===== src/rtl/dma_pkg.sv =====
package dma_pkg;

    typedef enum logic [1:0] {
        SEL_ADDR  = 2'd0,
        SEL_COUNT = 2'd1,
        SEL_CTRL  = 2'd2,
        SEL_SPARE = 2'd3
    } dma_sel_e;

    // control word bit positions
    localparam int CTL_START = 0;
    localparam int CTL_M2D   = 1;
    localparam int CTL_BURST = 2;
    localparam int CTL_ABORT = 3;
    localparam int CTL_CLEAR = 4;

    // status word bit positions
    localparam int STS_BUSY  = 0;
    localparam int STS_DONE  = 1;
    localparam int STS_M2D   = 2;
    localparam int STS_BURST = 3;

endpackage


===== src/rtl/dma_chan.sv =====
module dma_chan
    import dma_pkg::*;
#(
    parameter int AW = 8,
    parameter int DW = 16,
    parameter int NW = 8
) (
    input  logic          clk,
    input  logic          rst_n,
    input  logic          wr_en_i,
    input  logic [1:0]    wr_sel_i,
    input  logic [DW-1:0] wr_data_i,
    input  logic          in_valid_i,
    input  logic          out_ready_i,
    input  logic          xfer_i,
    output logic          want_o,
    output logic          busy_o,
    output logic          done_o,
    output logic          m2d_o,
    output logic          burst_o,
    output logic [AW-1:0] addr_o,
    output logic [NW-1:0] cnt_o
);

    typedef struct packed {
        logic [AW-1:0] addr;
        logic [NW-1:0] cnt;
        logic          m2d;
        logic          burst;
        logic          busy;
        logic          done;
        logic          gap;
    } chan_st_t;

    chan_st_t st_d, st_q;
    logic     ctl_wr;
    logic     unused_bits;

    assign ctl_wr      = wr_en_i && (wr_sel_i == SEL_CTRL);
    assign unused_bits = ^wr_data_i;

    always_comb begin
        st_d     = st_q;
        st_d.gap = 1'b0;
        if (st_q.busy) begin
            if (xfer_i) begin
                st_d.addr = st_q.addr + AW'(1);
                st_d.cnt  = st_q.cnt - NW'(1);
                st_d.gap  = ~st_q.burst;
                if (st_q.cnt == NW'(1)) begin
                    st_d.busy = 1'b0;
                    st_d.done = 1'b1;
                end
            end
            if (ctl_wr && wr_data_i[CTL_ABORT]) begin
                st_d.busy = 1'b0;
                st_d.done = 1'b1;
            end
        end else if (wr_en_i) begin
            case (wr_sel_i)
                SEL_ADDR:  st_d.addr = wr_data_i[AW-1:0];
                SEL_COUNT: st_d.cnt  = wr_data_i[NW-1:0];
                SEL_CTRL: begin
                    st_d.m2d   = wr_data_i[CTL_M2D];
                    st_d.burst = wr_data_i[CTL_BURST];
                    if (wr_data_i[CTL_CLEAR]) st_d.done = 1'b0;
                    if (wr_data_i[CTL_START]) begin
                        if (st_q.cnt == '0) begin
                            st_d.done = 1'b1;
                        end else begin
                            st_d.done = 1'b0;
                            st_d.busy = 1'b1;
                        end
                    end
                end
                default: ;
            endcase
        end
    end

    always_ff @(posedge clk) begin
        if (!rst_n) st_q <= '0;
        else        st_q <= st_d;
    end

    assign want_o  = st_q.busy && !st_q.gap && (st_q.m2d ? out_ready_i : in_valid_i);
    assign busy_o  = st_q.busy;
    assign done_o  = st_q.done;
    assign m2d_o   = st_q.m2d;
    assign burst_o = st_q.burst;
    assign addr_o  = st_q.addr;
    assign cnt_o   = st_q.cnt;

    assert_start_only_R2: assert property (@(posedge clk) disable iff (!rst_n)
        $rose(st_q.busy) |-> $past(ctl_wr && wr_data_i[CTL_START]));

    assert_xfer_needs_want_R2: assert property (@(posedge clk) disable iff (!rst_n)
        xfer_i |-> want_o);

    assert_count_step_R3: assert property (@(posedge clk) disable iff (!rst_n)
        xfer_i |=> (st_q.cnt == $past(st_q.cnt) - NW'(1)) && (st_q.addr == $past(st_q.addr) + AW'(1)));

    assert_done_hold_R4: assert property (@(posedge clk) disable iff (!rst_n)
        st_q.done && !(ctl_wr && (wr_data_i[CTL_CLEAR] || wr_data_i[CTL_START])) |=> st_q.done);

    assert_steal_release_R6: assert property (@(posedge clk) disable iff (!rst_n)
        xfer_i && !st_q.burst |=> !want_o);

    assert_busy_frozen_R9: assert property (@(posedge clk) disable iff (!rst_n)
        st_q.busy && !xfer_i |=> $stable(st_q.cnt) && $stable(st_q.addr));

endmodule


===== src/rtl/dma_arb.sv =====
module dma_arb #(
    parameter int NCH = 2,
    localparam int CHW = $clog2(NCH)
) (
    input  logic           clk,
    input  logic           rst_n,
    input  logic [NCH-1:0] want_i,
    input  logic [NCH-1:0] burst_i,
    input  logic [NCH-1:0] busy_i,
    input  logic           gnt_i,
    output logic           req_o,
    output logic [CHW-1:0] sel_o,
    output logic [NCH-1:0] xfer_o,
    output logic           lock_o
);

    typedef struct packed {
        logic           lock;
        logic [CHW-1:0] owner;
    } arb_st_t;

    arb_st_t st_d, st_q;

    // pick: locked owner, else lowest index wins
    always_comb begin
        req_o = 1'b0;
        sel_o = st_q.owner;
        if (st_q.lock) begin
            req_o = want_i[st_q.owner];
        end else begin
            for (int i = NCH - 1; i >= 0; i--) begin
                if (want_i[i]) begin
                    req_o = 1'b1;
                    sel_o = CHW'(i);
                end
            end
        end
        for (int i = 0; i < NCH; i++) begin
            xfer_o[i] = req_o && gnt_i && (sel_o == CHW'(i));
        end
    end

    always_comb begin
        st_d = st_q;
        if (st_q.lock) begin
            if (!busy_i[st_q.owner]) st_d.lock = 1'b0;
        end else if (req_o && gnt_i && burst_i[sel_o]) begin
            st_d.lock  = 1'b1;
            st_d.owner = sel_o;
        end
    end

    always_ff @(posedge clk) begin
        if (!rst_n) st_q <= '0;
        else        st_q <= st_d;
    end

    assign lock_o = st_q.lock;

    assert_one_xfer_R8: assert property (@(posedge clk) disable iff (!rst_n)
        $onehot0(xfer_o));

    assert_low_index_wins_R8: assert property (@(posedge clk) disable iff (!rst_n)
        req_o && !st_q.lock && want_i[0] |-> sel_o == '0);

    assert_lock_owner_only_R7: assert property (@(posedge clk) disable iff (!rst_n)
        st_q.lock && req_o |-> sel_o == st_q.owner);

    assert_lock_after_burst_R7: assert property (@(posedge clk) disable iff (!rst_n)
        !st_q.lock && req_o && gnt_i && burst_i[sel_o] |=> st_q.lock);

endmodule


===== src/rtl/dma_ctrl.sv =====
module dma_ctrl
    import dma_pkg::*;
#(
    parameter int NCH = 2,
    parameter int AW  = 8,
    parameter int DW  = 16,
    parameter int NW  = 8,
    localparam int CHW = $clog2(NCH)
) (
    input  logic               clk,
    input  logic               rst_n,
    input  logic               reg_wr_en,
    input  logic [CHW-1:0]     reg_wr_ch,
    input  logic [1:0]         reg_wr_sel,
    input  logic [DW-1:0]      reg_wr_data,
    input  logic [CHW-1:0]     reg_rd_ch,
    input  logic [1:0]         reg_rd_sel,
    output logic [DW-1:0]      reg_rd_data,
    output logic [NCH-1:0]     irq,
    output logic               mem_req,
    input  logic               mem_gnt,
    output logic               mem_lock,
    output logic               mem_we,
    output logic [AW-1:0]      mem_addr,
    output logic [DW-1:0]      mem_wdata,
    input  logic [DW-1:0]      mem_rdata,
    input  logic [NCH-1:0]     dev_in_valid,
    output logic [NCH-1:0]     dev_in_ready,
    input  logic [NCH*DW-1:0]  dev_in_data,
    output logic [NCH-1:0]     dev_out_valid,
    input  logic [NCH-1:0]     dev_out_ready,
    output logic [NCH*DW-1:0]  dev_out_data
);

    logic [NCH-1:0] want, busy, done, m2d, burst, xfer;
    logic [CHW-1:0] sel;
    logic [AW-1:0]  addr_a [NCH];
    logic [NW-1:0]  cnt_a  [NCH];
    logic [DW-1:0]  din_a  [NCH];

    for (genvar g = 0; g < NCH; g++) begin : g_chan
        dma_chan #(.AW(AW), .DW(DW), .NW(NW)) u_chan (
            .clk        (clk),
            .rst_n      (rst_n),
            .wr_en_i    (reg_wr_en && (reg_wr_ch == CHW'(g))),
            .wr_sel_i   (reg_wr_sel),
            .wr_data_i  (reg_wr_data),
            .in_valid_i (dev_in_valid[g]),
            .out_ready_i(dev_out_ready[g]),
            .xfer_i     (xfer[g]),
            .want_o     (want[g]),
            .busy_o     (busy[g]),
            .done_o     (done[g]),
            .m2d_o      (m2d[g]),
            .burst_o    (burst[g]),
            .addr_o     (addr_a[g]),
            .cnt_o      (cnt_a[g])
        );
        assign din_a[g]                = dev_in_data[g*DW +: DW];
        assign dev_in_ready[g]         = xfer[g] && !m2d[g];
        assign dev_out_valid[g]        = xfer[g] && m2d[g];
        assign dev_out_data[g*DW +: DW] = mem_rdata;
        assign irq[g]                  = done[g];
    end

    dma_arb #(.NCH(NCH)) u_arb (
        .clk    (clk),
        .rst_n  (rst_n),
        .want_i (want),
        .burst_i(burst),
        .busy_i (busy),
        .gnt_i  (mem_gnt),
        .req_o  (mem_req),
        .sel_o  (sel),
        .xfer_o (xfer),
        .lock_o (mem_lock)
    );

    assign mem_addr  = addr_a[sel];
    assign mem_we    = !m2d[sel];
    assign mem_wdata = din_a[sel];

    always_comb begin
        reg_rd_data = '0;
        case (reg_rd_sel)
            SEL_ADDR:  reg_rd_data[AW-1:0] = addr_a[reg_rd_ch];
            SEL_COUNT: reg_rd_data[NW-1:0] = cnt_a[reg_rd_ch];
            SEL_CTRL: begin
                reg_rd_data[STS_BUSY]  = busy[reg_rd_ch];
                reg_rd_data[STS_DONE]  = done[reg_rd_ch];
                reg_rd_data[STS_M2D]   = m2d[reg_rd_ch];
                reg_rd_data[STS_BURST] = burst[reg_rd_ch];
            end
            default: ;
        endcase
    end

    assert_single_port_R3: assert property (@(posedge clk) disable iff (!rst_n)
        mem_req && mem_gnt |-> $countones({dev_in_ready, dev_out_valid}) == 1);

    assert_quiet_idle_R2: assert property (@(posedge clk) disable iff (!rst_n)
        busy == '0 |-> !mem_req);

endmodule


===== config.mk =====
export PLATFORM = sky130hd
export DESIGN_NAME = dma_ctrl
export DESIGN_NICKNAME = d
export VERILOG_FILES = /design/src/rtl/dma_pkg.sv /design/src/rtl/dma_chan.sv /design/src/rtl/dma_arb.sv /design/src/rtl/dma_ctrl.sv
export SDC_FILE = /design/constraint.sdc
export NUM_CORES = 1
export LEC_CHECK = 0
export BUFFER_PORTS_ARGS = -buffer_cell sky130_fd_sc_hd__buf_4
export CAP_MARGIN = 10
export CORE_UTILIZATION = 40
export DETAILED_ROUTE_END_ITERATION = 12
export PLACE_DENSITY = 0.69
export SLEW_MARGIN = 20
export SYNTH_ARGS = -nofsm -noshare
export SYNTH_HDL_FRONTEND = slang
export SYNTH_SLANG_ARGS = --single-unit

===== constraint.sdc =====
create_clock -name clk -period 2.43 [get_ports clk]
set_input_delay 0.486 -clock clk [delete_from_list [all_inputs] [get_ports clk]]
set_output_delay 0.486 -clock clk [all_outputs]
set_load 0.05 [all_outputs]

==> run_summary.xml <==
<?xml version="1.0" encoding="UTF-8"?>
<metrics>
  <group name="timing">
    <metric name="fin_worst_hold_slack" unit="ps">499</metric>
    <metric name="finalSetupTns" unit="ps">0</metric>
    <metric name="finalSetupViolations" unit="">0</metric>
    <metric name="final.setup_skew" unit="ps">9.55</metric>
    <metric name="slew_headroom" unit="%">53.5</metric>
    <metric name="timing.final.max_slew_violations" unit="">0</metric>
    <metric name="maxClockFrequency" unit="GHz">0.418</metric>
    <metric name="finalHoldViolCount" unit="">0</metric>
    <metric name="fin_crit_sh" unit="%">98.6</metric>
    <metric name="max_slew.worst_pin.slew" unit="ps">691</metric>
    <metric name="period_needed" unit="ps">2390</metric>
  </group>
  <group name="cells_and_area">
    <metric name="layout.cells.most_common_list" unit="">buf_4, nand2_1, dfxtp_1</metric>
    <metric name="number_of_nets_in_the_finished_design" unit="">598</metric>
    <metric name="final_cells" unit="">621</metric>
    <metric name="commonest_non_fill_non_tap_cell_in_the_layout" unit="">buf_4</metric>
    <metric name="share_of_layout_cells_above_drive_strength_1" unit="%">32.6</metric>
    <metric name="antenna_cells_inserted" unit="">0</metric>
    <metric name="finalCoreUtilization" unit="%">50.2</metric>
    <metric name="area_growth_syn_to_layout" unit="%">21.3</metric>
    <metric name="design_area" unit="um2">4380</metric>
  </group>
  <group name="synth">
    <metric name="yosysSeqAreaShare" unit="%">24.4</metric>
    <metric name="syn-mean-instance-area" unit="um2">7.95</metric>
    <metric name="netlist_area" unit="um2">3610</metric>
    <metric name="number_of_enable_flip_flop_cells_after_synthesis" unit="">0</metric>
    <metric name="synth_seq_cells" unit="">44</metric>
    <metric name="yosys_cell_types" unit="">62</metric>
    <metric name="synth-async-reset-ratio" unit="%">0</metric>
    <metric name="synth_flop_cell" unit="">dfxtp_1</metric>
    <metric name="yosysWarnings" unit="">0</metric>
    <metric name="synthesis.instances" unit="">454</metric>
  </group>
  <group name="floorplan">
    <metric name="chipHeight" unit="um">97.0</metric>
    <metric name="io_pins" unit="">159</metric>
    <metric name="core_region_area" unit="um2">8720</metric>
    <metric name="floorplan.initialDensity" unit="%">41.4</metric>
    <metric name="row_count" unit="">34</metric>
    <metric name="die_w" unit="um">97.0</metric>
    <metric name="die_footprint" unit="um2">9410</metric>
  </group>
  <group name="place">
    <metric name="dp.cells" unit="">613</metric>
    <metric name="routabilityCongestion" unit="">0.923</metric>
    <metric name="port-buffer-count" unit="">94</metric>
    <metric name="placed_area" unit="um2">4190</metric>
    <metric name="detailedPlacementHpwl" unit="um">8130</metric>
  </group>
  <group name="grt">
    <metric name="overall_fraction_of_global_route_tracks_in_use" unit="%">22.4</metric>
    <metric name="grt_max_degree" unit="">22</metric>
    <metric name="antenna_found_initial" unit="">0</metric>
    <metric name="grt_pass1_wl" unit="um">17100</metric>
    <metric name="total_congestion_overflow" unit="">0</metric>
    <metric name="grt_pass1_vias" unit="">3339</metric>
  </group>
  <group name="cts">
    <metric name="clock_tree_from_tritoncts" unit="">yes</metric>
    <metric name="cts-root-buf" unit="">clkbuf_8</metric>
    <metric name="post_cts.repair.setup_buffers" unit="">0</metric>
    <metric name="clkLatencyLatePin" unit="ps">300</metric>
    <metric name="cts-htree-levels" unit="">2</metric>
    <metric name="clk_pin_slew_worst_paths" unit="ps">90</metric>
    <metric name="clock_sink_count" unit="">44</metric>
    <metric name="postCtsHoldBufs" unit="">0</metric>
    <metric name="cts-root-to-sink-buffers" unit="">2</metric>
    <metric name="numCtsBuffers" unit="">5</metric>
  </group>
  <group name="critical_path">
    <metric name="worst_path_arrival" unit="ps">1910</metric>
    <metric name="timing.critical_path.required" unit="ps">1940</metric>
    <metric name="worstSetupStartpointType" unit="">flop</metric>
    <metric name="crit_fanout" unit="">14</metric>
    <metric name="worst_path_max_delay_cell" unit="">dfxtp_2</metric>
    <metric name="worstPathCellList" unit="">mux2_4, a31oi_4, nor2_4, buf_12, mux2_1, buf_6</metric>
    <metric name="crit_path_class" unit="">flop to output pin</metric>
    <metric name="worst_path_largest_cell_delay" unit="ps">350</metric>
    <metric name="critical_path.endpoint_type" unit="">output pin</metric>
  </group>
  <group name="routing">
    <metric name="drt_pass1_iterations" unit="">5</metric>
    <metric name="ant_nets" unit="">0</metric>
    <metric name="detail_route.drc_violations" unit="">0</metric>
    <metric name="via_per_inst" unit="">5.77</metric>
    <metric name="drt_wl_total" unit="um">10900</metric>
    <metric name="post_drt_wl_per_cell" unit="um">17.5</metric>
    <metric name="dr_total_vias" unit="">3585</metric>
    <metric name="drt_iter0_markers" unit="">301</metric>
  </group>
  <group name="power_and_ir_drop">
    <metric name="p_per_area" unit="nW/um2">412</metric>
    <metric name="ir_drop" unit="V">0.000275</metric>
    <metric name="p_leak" unit="nW">1.76</metric>
  </group>
  <group name="min_path">
    <metric name="hold_class" unit="">input port to flop</metric>
  </group>
  <group name="status">
    <metric name="status" unit="">finished, final reports clean</metric>
  </group>
  <group name="job">
    <metric name="maxCapViolations" unit="">0</metric>
  </group>
</metrics>
report_power, final:
part / total [mW] / internal (mW) / switching, mW
clock network: 0.631 / 0.363 / 0.268
logic: 0.422 / 0.163 / 0.259
registers: 0.750 / 0.732 / 0.0178
total: 1.80 / 1.26 / 0.544
critical path, delay by kind of cell (launching register included):
kind / cells / cell delay [ps]
flops: 1 / 350
buf+inv: 2 / 320
simple gates: 1 / 70
mux: 2 / 670
compound gates: 1 / 190
sequential cells by signal, summed over array words and instances (netlist names), 2 cells and up:
signal and cells:
g_chan.u_chan.burst_o 2, g_chan.u_chan.busy_o 2, g_chan.u_chan.st_q 2, g_chan.u_chan.done_o 2
g_chan.u_chan.addr_o 16, g_chan.u_chan.m2d_o 2, g_chan.u_chan.cnt_o 16
cells by family (layout without fill, tap and decap cells):
family	count (synthesis)	count (layout)	share of synthesized area [%]
and+or+nand+nor	154	154	21.4
AOI/OAI and AO/OA	124	124	22.8
buffers and inverters	77	129	13.6
DFF	44	44	24.4
muxes	41	41	13.7
adders and majority gates	8	8	2.77
xor gates and xnor gates	5	5	1.21
other	1	8	0.104
cells in the mapped netlist (6+ instances only):
| library cell | n | area (um2) |
|---|---|---|
| a32o_1 | 6 | 60.1 |
| a21oi_1 | 35 | 175 |
| buf_4 | 43 | 323 |
| a22oi_1 | 6 | 45.0 |
| dfxtp_1 | 44 | 881 |
| nor2_1 | 37 | 139 |
| clkbuf_1 | 10 | 37.5 |
| o21ai_0 | 28 | 140 |
| mux2i_1 | 11 | 110 |
| nand2_1 | 48 | 180 |
| nand3_1 | 14 | 70.1 |
| nor3_1 | 7 | 35.0 |
| a211oi_1 | 11 | 82.6 |
| mux2_2 | 20 | 225 |
| ha_1 | 8 | 100 |
| inv_1 | 12 | 45.0 |
| nor2b_1 | 8 | 50.1 |
layout make-up:
cell class / count / area (um2)
Clock inverter: 1 / 30.0
Fill cell: 821 / 4350
Multi-Input combinational cell: 340 / 2330
Clock buffer: 7 / 96.3
Inverter: 13 / 48.8
Timing Repair Buffer: 108 / 847
Sequential cell: 44 / 886
Tap cell: 108 / 135
routing by layer:
metal | GRT usage [%] | part of all wire [%] | vias up | routed length, um
li1 | - | - | 1711 | -
met1 | 29.7 | 42 | 1702 | 4590
met2 | 36.4 | 48 | 151 | 5220
met3 | 5.20 | 8.1 | 21 | 876
met4 | 6.31 | 1.7 | 0 | 189
met5 | 0 | 0 | - | 0
path summary, 6_finish.rpt:
check / from / endpoint / slack [ps] / cells after the start
max: g_chan[1].u_chan.m2d_o$_SDFFE_PN0P_ / mem_wdata[0] / 40 / 6
min: reg_wr_data[1] / g_chan[0].u_chan.m2d_o$_SDFFE_PN0P_ / 500 / 3
max reg2reg: g_chan[1].u_chan.busy_o$_SDFF_PN0_ / g_chan[1].u_chan.cnt_o[3]$_SDFFE_PN0P_ / 470 / 6
min reg2reg: g_chan[1].u_chan.addr_o[6]$_SDFFE_PN0P_ / g_chan[1].u_chan.addr_o[6]$_SDFFE_PN0P_ / 530 / 2
stage by stage:
step	worst slack [ps]	total power, mW
2_1_floorplan	34.6	1.17
3_3_place_gp	12.0	1.17
3_5_place_dp	18.5	1.18
4_1_cts	17.0	1.80
5_1_grt	-8.17	1.86
6_report	35.2	1.80
what timing repair did:
action                                  CTS  global route
resized for setup                        12             5
pin swaps                                 1             1
endpoints found under the setup margin   25            25
Note: power is estimated with default switching activity, not from simulation.
